### config.mk
export PLATFORM = sky130hd
export DESIGN_NAME = rule_classifier_top
export DESIGN_NICKNAME = d
export VERILOG_FILES = /design/src/rtl/rule_cls_pkg.sv /design/src/rtl/dd_walk_pipe.sv /design/src/rtl/prio_pick.sv /design/src/rtl/rule_classifier_top.sv
export SDC_FILE = /design/constraint.sdc
export NUM_CORES = 2
export LEC_CHECK = 0
export ABC_AREA = 1
export BUFFER_PORTS_ARGS = -buffer_cell sky130_fd_sc_hd__buf_4
export CAP_MARGIN = 20
export CELL_PAD_IN_SITES_DETAIL_PLACEMENT = 0
export CELL_PAD_IN_SITES_GLOBAL_PLACEMENT = 2
export CORE_AREA = 4 4 560 562
export DETAILED_ROUTE_END_ITERATION = 6
export DIE_AREA = 0 0 564 566
export PLACE_DENSITY_LB_ADDON = 0.1
export SETUP_SLACK_MARGIN = 0.2
export SYNTH_ARGS = -nofsm -noshare
export SYNTH_HDL_FRONTEND = slang
export SYNTH_SLANG_ARGS = --single-unit
### constraint.sdc
create_clock -name clk -period 4.15 [get_ports clk]
set_clock_uncertainty 0.05 [all_clocks]
set_input_delay 0.83 -clock clk [delete_from_list [all_inputs] [get_ports clk]]
set_output_delay 0.83 -clock clk [all_outputs]
set_load 0.01 [all_outputs]
### src/rtl/rule_cls_pkg.sv
package rule_cls_pkg;

  // index of the most significant set bit, 0 when none is set
  function automatic int unsigned top_set_index(input logic [31:0] vec);
    int unsigned idx;
    idx = 0;
    for (int i = 0; i < 32; i++) begin
      if (vec[i]) idx = i;
    end
    return idx;
  endfunction

  function automatic int unsigned max_u(input int unsigned a, input int unsigned b);
    return (a > b) ? a : b;
  endfunction

  // key bits left to walk when a level is entered
  function automatic int unsigned bits_left(input int unsigned level, input int unsigned key_w);
    return key_w - level;
  endfunction

endpackage

### src/rtl/dd_walk_pipe.sv
module dd_walk_pipe
  import rule_cls_pkg::*;
#(
  parameter int unsigned KEY_W  = 16,
  parameter int unsigned PTR_W  = 3,
  parameter int unsigned ACT_W  = 4,
  parameter int unsigned LVL_W  = 5,
  parameter int unsigned DATA_W = 5
) (
  input  logic              clk,
  input  logic              rst_n,
  input  logic              in_valid,
  input  logic [KEY_W-1:0]  in_key,
  input  logic              wr_en,
  input  logic [LVL_W-1:0]  wr_level,
  input  logic [PTR_W:0]    wr_addr,
  input  logic [DATA_W-1:0] wr_data,
  output logic              res_valid,
  output logic              res_hit,
  output logic [ACT_W-1:0]  res_act
);

  localparam int unsigned NODE_WORDS = 2 ** (PTR_W + 1);
  localparam int unsigned LEAF_WORDS = 2 ** PTR_W;

  for (genvar lv = 0; lv < KEY_W; lv++) begin : stg
    localparam int unsigned REM = bits_left(lv, KEY_W);

    logic [PTR_W-1:0] ptr_in;
    logic [PTR_W-1:0] ptr_q;
    logic [REM-1:0]   key_in;
    logic             v_in;
    logic             v_q;
    logic [PTR_W:0]   rd_addr;
    logic [PTR_W-1:0] node_mem [NODE_WORDS];

    if (lv == 0) begin : g_head
      assign ptr_in = '0;
      assign key_in = in_key;
      assign v_in   = in_valid;
    end else begin : g_link
      assign ptr_in = stg[lv-1].ptr_q;
      assign key_in = stg[lv-1].g_carry.key_q;
      assign v_in   = stg[lv-1].v_q;
    end

    // node word address: current pointer with the key bit of this level
    assign rd_addr = {ptr_in, key_in[REM-1]};

    always_ff @(posedge clk) begin
      if (wr_en && (wr_level == LVL_W'(lv))) begin
        node_mem[wr_addr] <= wr_data[PTR_W-1:0];
      end
    end

    always_ff @(posedge clk) begin
      if (!rst_n) begin
        v_q   <= 1'b0;
        ptr_q <= '0;
      end else begin
        v_q   <= v_in;
        ptr_q <= node_mem[rd_addr];
      end
    end

    if (REM > 1) begin : g_carry
      logic [REM-2:0] key_q;
      always_ff @(posedge clk) begin
        if (!rst_n) key_q <= '0;
        else        key_q <= key_in[REM-2:0];
      end
    end
  end

  // leaf table: {hit, action} per final pointer
  logic [ACT_W:0] leaf_mem [LEAF_WORDS];
  logic [ACT_W:0] leaf_word;
  logic           leaf_v;
  logic           leaf_hit;

  always_ff @(posedge clk) begin
    if (wr_en && (wr_level == LVL_W'(KEY_W))) begin
      leaf_mem[wr_addr[PTR_W-1:0]] <= wr_data[ACT_W:0];
    end
  end

  assign leaf_word = leaf_mem[stg[KEY_W-1].ptr_q];
  assign leaf_v    = stg[KEY_W-1].v_q;
  assign leaf_hit  = leaf_v && leaf_word[ACT_W];

  always_ff @(posedge clk) begin
    if (!rst_n) begin
      res_valid <= 1'b0;
      res_hit   <= 1'b0;
      res_act   <= '0;
    end else begin
      res_valid <= leaf_v;
      res_hit   <= leaf_hit;
      res_act   <= leaf_hit ? leaf_word[ACT_W-1:0] : '0;
    end
  end

endmodule

### src/rtl/prio_pick.sv
module prio_pick
  import rule_cls_pkg::*;
#(
  parameter int unsigned NUM_CLS     = 4,
  parameter int unsigned CLS_W       = 2,
  parameter int unsigned ACT_W       = 4,
  parameter int unsigned DEFAULT_ACT = 0
) (
  input  logic                     clk,
  input  logic                     rst_n,
  input  logic                     grp_valid,
  input  logic [NUM_CLS-1:0]       cls_hit,
  input  logic [NUM_CLS*ACT_W-1:0] cls_act,
  output logic                     out_valid,
  output logic                     out_hit,
  output logic [CLS_W-1:0]         out_class,
  output logic [ACT_W-1:0]         out_action
);

  logic [CLS_W-1:0] win_idx;
  logic             any_hit;
  logic [ACT_W-1:0] win_act;

  assign win_idx = CLS_W'(top_set_index(32'(cls_hit)));
  assign any_hit = |cls_hit;
  assign win_act = cls_act[win_idx*ACT_W +: ACT_W];

  always_ff @(posedge clk) begin
    if (!rst_n) begin
      out_valid  <= 1'b0;
      out_hit    <= 1'b0;
      out_class  <= '0;
      out_action <= ACT_W'(DEFAULT_ACT);
    end else begin
      out_valid  <= grp_valid;
      out_hit    <= grp_valid && any_hit;
      out_class  <= (grp_valid && any_hit) ? win_idx : '0;
      out_action <= (grp_valid && any_hit) ? win_act : ACT_W'(DEFAULT_ACT);
    end
  end

endmodule

### src/rtl/rule_classifier_top.sv
module rule_classifier_top
  import rule_cls_pkg::*;
#(
  parameter int unsigned SA_W        = 4,
  parameter int unsigned DA_W        = 4,
  parameter int unsigned SP_W        = 3,
  parameter int unsigned DP_W        = 3,
  parameter int unsigned PR_W        = 2,
  parameter int unsigned NUM_CLS     = 4,
  parameter int unsigned PTR_W       = 3,
  parameter int unsigned ACT_W       = 4,
  parameter int unsigned DEFAULT_ACT = 0,
  localparam int unsigned KEY_W  = SA_W + DA_W + SP_W + DP_W + PR_W,
  localparam int unsigned CLS_W  = (NUM_CLS > 1) ? $clog2(NUM_CLS) : 1,
  localparam int unsigned LVL_W  = $clog2(KEY_W + 1),
  localparam int unsigned DATA_W = max_u(PTR_W, ACT_W + 1)
) (
  input  logic              clk,
  input  logic              rst_n,
  input  logic              in_valid,
  input  logic [SA_W-1:0]   in_src_addr,
  input  logic [DA_W-1:0]   in_dst_addr,
  input  logic [SP_W-1:0]   in_src_port,
  input  logic [DP_W-1:0]   in_dst_port,
  input  logic [PR_W-1:0]   in_proto,
  input  logic              tbl_we,
  input  logic [CLS_W-1:0]  tbl_class,
  input  logic [LVL_W-1:0]  tbl_level,
  input  logic [PTR_W:0]    tbl_addr,
  input  logic [DATA_W-1:0] tbl_data,
  output logic              out_valid,
  output logic              out_hit,
  output logic [CLS_W-1:0]  out_class,
  output logic [ACT_W-1:0]  out_action
);

  // search key, walked from its MSB down
  logic [KEY_W-1:0]         hdr_key;
  logic [NUM_CLS-1:0]       cls_valid;
  logic [NUM_CLS-1:0]       cls_hit;
  logic [NUM_CLS*ACT_W-1:0] cls_act;
  logic                     grp_valid;

  assign hdr_key = {in_src_addr, in_dst_addr, in_src_port, in_dst_port, in_proto};

  for (genvar c = 0; c < NUM_CLS; c++) begin : g_cls
    logic cls_we;
    assign cls_we = tbl_we && (tbl_class == CLS_W'(c));

    dd_walk_pipe #(
      .KEY_W (KEY_W),
      .PTR_W (PTR_W),
      .ACT_W (ACT_W),
      .LVL_W (LVL_W),
      .DATA_W(DATA_W)
    ) pipe_i (
      .clk      (clk),
      .rst_n    (rst_n),
      .in_valid (in_valid),
      .in_key   (hdr_key),
      .wr_en    (cls_we),
      .wr_level (tbl_level),
      .wr_addr  (tbl_addr),
      .wr_data  (tbl_data),
      .res_valid(cls_valid[c]),
      .res_hit  (cls_hit[c]),
      .res_act  (cls_act[c*ACT_W +: ACT_W])
    );
  end

  assign grp_valid = &cls_valid;

  prio_pick #(
    .NUM_CLS    (NUM_CLS),
    .CLS_W      (CLS_W),
    .ACT_W      (ACT_W),
    .DEFAULT_ACT(DEFAULT_ACT)
  ) pick_i (
    .clk       (clk),
    .rst_n     (rst_n),
    .grp_valid (grp_valid),
    .cls_hit   (cls_hit),
    .cls_act   (cls_act),
    .out_valid (out_valid),
    .out_hit   (out_hit),
    .out_class (out_class),
    .out_action(out_action)
  );

endmodule

* Word level (Yosys, flattened, before mapping)
Memory sizes are Yosys's and may differ from the RTL's. A register that Yosys moved wholly into a read port is not among the register bits.
Cells that the tools add are included.
** Operators by class
- Shift operators :: 1
- Eq/ne operators :: 19
- Muxes and demuxes :: 139
- Reduce and logical (&&, ||, !) cells :: 149
** Operator list (number)
- two-way mux 1 bit :: 137
- logical AND 1 bit :: 77
- zero test 1 bit :: 64
- == test 5 x 4 -> 1 bit, second input constant :: 8
- == test 5 x 3 -> 1 bit, second input constant :: 4
- variable part select 16 x 5 -> 4 bit :: 1
- == test 5 x 2 -> 1 bit, second input constant :: 2
- AND reduction 2 bit :: 5
- == test 5 x 1 -> 1 bit, second input constant :: 1
- == test 5 bit, second input constant :: 1
- zero test 5 bit :: 1
- == test 2 bit, second input constant :: 2
- two-way mux 2 bit :: 2
- OR reduction 4 bit :: 1
- == test 2 x 1 -> 1 bit, second input constant :: 1
- zero test 2 bit :: 1
** Storage, ports and cells
- Word-level logic and storage cells :: 420
- Output and inout bits :: 8
- Memories kept :: 68
- RAM bits :: 3232
- Input port bits :: 36
- Register bits :: 165
** Memories
- g_cls[0].pipe_i.stg[0].node_mem :: words 16, bits a word 3, read ports 1, clocked after memory_dff 1, wr ports 1, RTL line dd_walk_pipe.sv:35 : logic [PTR_W-1:0] node_mem [NODE_WORDS];
- g_cls[0].pipe_i.stg[10].node_mem :: words 16, bits a word 3, read ports 1, clocked after memory_dff 1, wr ports 1, RTL line dd_walk_pipe.sv:35
- g_cls[0].pipe_i.stg[11].node_mem :: words 16, bits a word 3, read ports 1, clocked after memory_dff 1, wr ports 1, RTL line dd_walk_pipe.sv:35
- g_cls[0].pipe_i.stg[12].node_mem :: words 16, bits a word 3, read ports 1, clocked after memory_dff 1, wr ports 1, RTL line dd_walk_pipe.sv:35
- g_cls[0].pipe_i.stg[13].node_mem :: words 16, bits a word 3, read ports 1, clocked after memory_dff 1, wr ports 1, RTL line dd_walk_pipe.sv:35
- g_cls[0].pipe_i.stg[14].node_mem :: words 16, bits a word 3, read ports 1, clocked after memory_dff 1, wr ports 1, RTL line dd_walk_pipe.sv:35
- 62 more memories

* Logic depth before layout (Yosys ltp)
- Depth in word-level cells :: 5
- Gate-level depth with buffers :: 9
- Gate-level depth less buffers :: 8

* Modules after synthesis
A second synthesis with hierarchy kept.
** Unflattened totals
- Cells, all modules :: 15293
- Area total of the unflattened synthesis :: 153587.3 µm²
** Modules (own cells, without submodules)
- dd_walk_pipe at g_cls[1].pipe_i ... :: times used 3, area each 38284.2 µm², seq. area each 26805.7 µm², cells each 3804
- dd_walk_pipe at g_cls[0].pipe_i :: times used 1, area each 38291.7 µm², seq. area each 26805.7 µm², cells each 3804
- prio_pick :: times used 1, area each 401.6 µm², seq. area each 160.2 µm², cells each 66
- rule_classifier_top :: times used 1, area each 41.3 µm², seq. area each 0.0 µm², cells each 11

* Worst setup path before layout
No wires, ideal clock.
- Path kind :: input to register
- Start :: input tbl_we
- End :: memory g_cls[1].pipe_i.stg[5].node_mem[10][0], enable pin
- Arrival time :: 1.995 ns
- Setup slack :: 1.786 ns
- Data required time :: 3.781 ns
- Stages on the path :: 6
- Library setup time :: 0.319 ns
- Path buffers :: 2
- Cells stage by stage :: inv_1 -> nor3_2 -> buf_4 -> nand2_1 -> buf_2 -> nor2_1
** On the way
- Word-level cells in the longest chain between the ends :: 4
** Ends and longest elaborated chain
- start, declared :: RTL line rule_classifier_top.sv:26 : input logic tbl_we,
- logical AND 1 bit :: RTL line rule_classifier_top.sv:48 : assign cls_we = tbl_we && (tbl_class == CLS_W'(c));
- logical AND 1 bit :: RTL line dd_walk_pipe.sv:51 : if (wr_en && (wr_level == LVL_W'(lv))) begin
- two-way mux 1 bit :: RTL line dd_walk_pipe.sv:51
- two-way mux 1 bit (implied by the code) :: RTL line dd_walk_pipe.sv:52 : node_mem[wr_addr] <= wr_data[PTR_W-1:0];
- end, declared :: RTL line dd_walk_pipe.sv:35
Every way passes these cells.

==> results.md <==
* Status: finished, final reports clean
* Hpwl dp at 217000 um
* Ports at 44
* Synth area leaders: edfxtp_1, nand2_1, nand3_1
* # port buffers at between 40 and 50
* DRC errors left at 0
* Post-CTS sizing at 0
* CP Class: reg -> reg
* TritonCTS clock tree: done
* Core Region at 308000 sq um
* Post-Syn Area per Cell at 10.2 sq um
* Sequential area share after synthesis at around 70%
* Starting Density at 45.8%
* Post-CTS Setup Bufs at 0
* Cell mode on critical path: nand2_1
* Critical path's slowest cell: buf_4
* RD Place Congestion at 0.803
* Final core occ at 51.8%
* DR pass1 iterations at 6
* Synth top cells by count: nand2_1, edfxtp_1, inv_1, nand3_1, nor2_1
* Leak pwr at about 0.064 uW
* Final antenna-violating net count at 0
* # fillers at around 28k
* Netlist Area Pre-Place at 141000 sq um
* Psw at 18000 uW
* Worst min path class: in -> reg
* Multi-input gate area at 32700 sq um
* Vias per cell at between 5 and 6
* Hold Buf Count CTS at 10
* Final net count at 13.9k
* Worst endpoint data arrival time at 3.31 ns
* Actual transition at the worst max-transition pin at around 1.1 ns
* Post-Syn Instances at 13.9k
* Routed vias at roughly 90k
* Vias in the first global route at slightly above 90k
* Die area at 319000 sq um
* Startpoint Class: flop
* Fmax at 0.391 GHz
* # Max-Cap Violations at 0
* Fin crit period at about 2.6 ns
* Total CTS buffers at 364
* Initial drt markers at 6585
* Clock latency at the later pin of the worst-skew pair at 0.92 ns
* Power density over the cells at about 490 nW/um^2
* Int Pwr at ~60000 uW
* Share of layout cells above drive strength 1 at 6.28%
* Chip width at 564 um
* Yosys cell types at 20
* Clock power frac at 43.4%
* Crit path cell chain: inv_2, buf_4, nand2_1, nand2_1, nand2_1, nand3_1, nand3_1, a21oi_1
* Critical-path maximum fanout at 65
* Ys flop type: edfxtp_1
* Largest net degree at the start of global routing at between 100 and 150
* Yosys warns at 0
* Wire per inst at between 20 and 25 um
* Relative slew slack at 29.5%
* Part of the power in combinational logic at between 6 and 7%
* Final Cell Area at between 150000 and 200000 sq um
* Worst Hold Slack at 0.0978 ns
* Worst Setup End Kind: flop
* WP data required at 4.90 ns
* Die extent in y at 566 um
* Syn nets at 13.9k
* Peak supply drop at 0.000331 V
* EDFF count, synth at just over 3k
* Syn-to-layout area delta at 13.0%
* GRT Overall Usage at 22.7%
* CTS Root Cell: clkbuf_16
* CTS sink cnt at about 3.4k
* Setup TNS at 0 ns
* First-pass GRT wire length at 555000 um
* Switching Fraction at between 20% and 30%
* Async SR Flop Fraction at 0%
* Final WL at roughly 370000 um
* Area leader, netlist: edfxtp_1
* Fin. Hold Viols at 0
* Reg power frac at 50.0%
* RSZ-0062 raised after global routing: false
* GRT overflow at 0
* Reg area at 99200 sq um
* Setup-failing EPs final at 0
* Clk buf depth at 4
* H-tree depth at 5
* Max stage delay on crit path at between 0.6 and 0.7 ns
* Fin. max-slew vios at 0
* Initial antenna violation count at 13
* Row count at 204
* Most common cell in the netlist: nand2_1
* Final worst path period share at 61.6%
* Synth top area share at 65.2%
* Placed instance area at approximately 150000 sq um
* Register bit total from synthesis at 3421
* CTS clk-pin slew, worst paths at 0.06 ns
## power groups by stage
stage	logic (uW)	registers [uW]	clock network, uW
2_1_floorplan	3440	39000	0
3_3_place_gp	5160	39700	0
3_5_place_dp	5180	39700	0
4_1_cts	5220	39000	34600
5_1_grt	5790	39100	36000
6_report	5160	39000	33900
## cell families after synthesis
logic type / Yosys count / share of synthesized area (%)
buffers and inverters: 2496 / 6.70
flip-flops: 3421 / 70.2
AO/OA/AOI/OAI: 307 / 1.10
AND/OR/NAND/NOR: 7646 / 22.0
## stage by stage
step | setup WS, ns | std cells | power (uW)
after global routing | 1.29 | 18300 | 80900
final | 1.59 | 18300 | 78100
after detailed placement | 0.668 | 17600 | 44900
after floorplan | 1.79 | 13900 | 42400
after global placement | 0.635 | 17600 | 44900
after CTS | 1.56 | 18300 | 78800
## layout make-up
class,instances,share of cell area [%]
inverters,1838,4.33
well taps,4120,3.23
clock buffers,505,6.51
repair buffers,271,1.86
flip-flops and latches,3421,62.2
diodes,6,0.00941
clock inverters,177,1.41
multi-input cells,7953,20.5
## cell usage in the layout, fill, tap and decap left out, drive strengths merged, types with 116 or more instances in the layout
master,synthesis,layout
buf,217,260
inv,1823,1850
o21ai,116,116
edfxtp,3064,3064
clkbuf,441,506
nand3,1810,1810
a21oi,185,185
nand2,4606,4606
dfxtp,357,357
nor2,1206,1206
## metal layers
| metal | up-vias | global-route usage, % | share of wire (%) |
|---|---|---|---|
| li1 | 44900 | - | - |
| met1 | 45300 | 31.3 | 45 |
| met2 | 2016 | 38.7 | 48 |
| met3 | 458 | 2.62 | 4.6 |
| met4 | 0 | 5.06 | 2.1 |
| met5 | - | 0 | 0 |
## state kept, by name, summed over array words and instances, names as in the netlist, 2 cells and up
signal	flops
pick_i.out_action	4
g_cls.pipe_i.stg.node_mem	2904
pick_i.out_class	2
g_cls.pipe_i.stg.ptr_in	12
g_cls.pipe_i.res_act	16
g_cls.pipe_i.stg.g_carry.key_q	114
g_cls.pipe_i.stg.key_in	6
g_cls.pipe_i.res_hit	4
g_cls.pipe_i.stg.ptr_q	180
g_cls.pipe_i.stg.v_q	14
g_cls.pipe_i.leaf_mem	160
## path summary, 6_finish.rpt
| path | startpoint | to | slack (ns) | cells after the start |
|---|---|---|---|---|
| worst max-delay path | g_cls[2].pipe_i.stg[8].g_carry.key_q[6]$_SDFF_PN0_ | g_cls[1].pipe_i.stg[10].ptr_in[0]$_SDFF_PN0_ | 1.59 | 8 |
| worst min-delay path | in_dst_port[1] | g_cls[2].pipe_i.stg[0].g_carry.key_q[3]$_SDFF_PN0_ | 0.1 | 3 |
| worst max register to register | g_cls[2].pipe_i.stg[8].g_carry.key_q[6]$_SDFF_PN0_ | g_cls[1].pipe_i.stg[10].ptr_in[0]$_SDFF_PN0_ | 1.59 | 8 |
| worst min register to register | g_cls[2].pipe_i.stg[0].g_carry.key_q[4]$_SDFF_PN0_ | g_cls[2].pipe_i.stg[1].g_carry.key_q[4]$_SDFF_PN0_ | 0.35 | 2 |
## critical path: cells and delay by family (launching register included)
family / cells / cell delay [ns]
AND/OR/NAND/NOR: 5 / 0.45
buffers and inverters: 2 / 1.16
AO/OA/AOI/OAI: 1 / 0.25
flip-flops: 1 / 0.46
No activity file was read; power rests on OpenSTA's default activity.
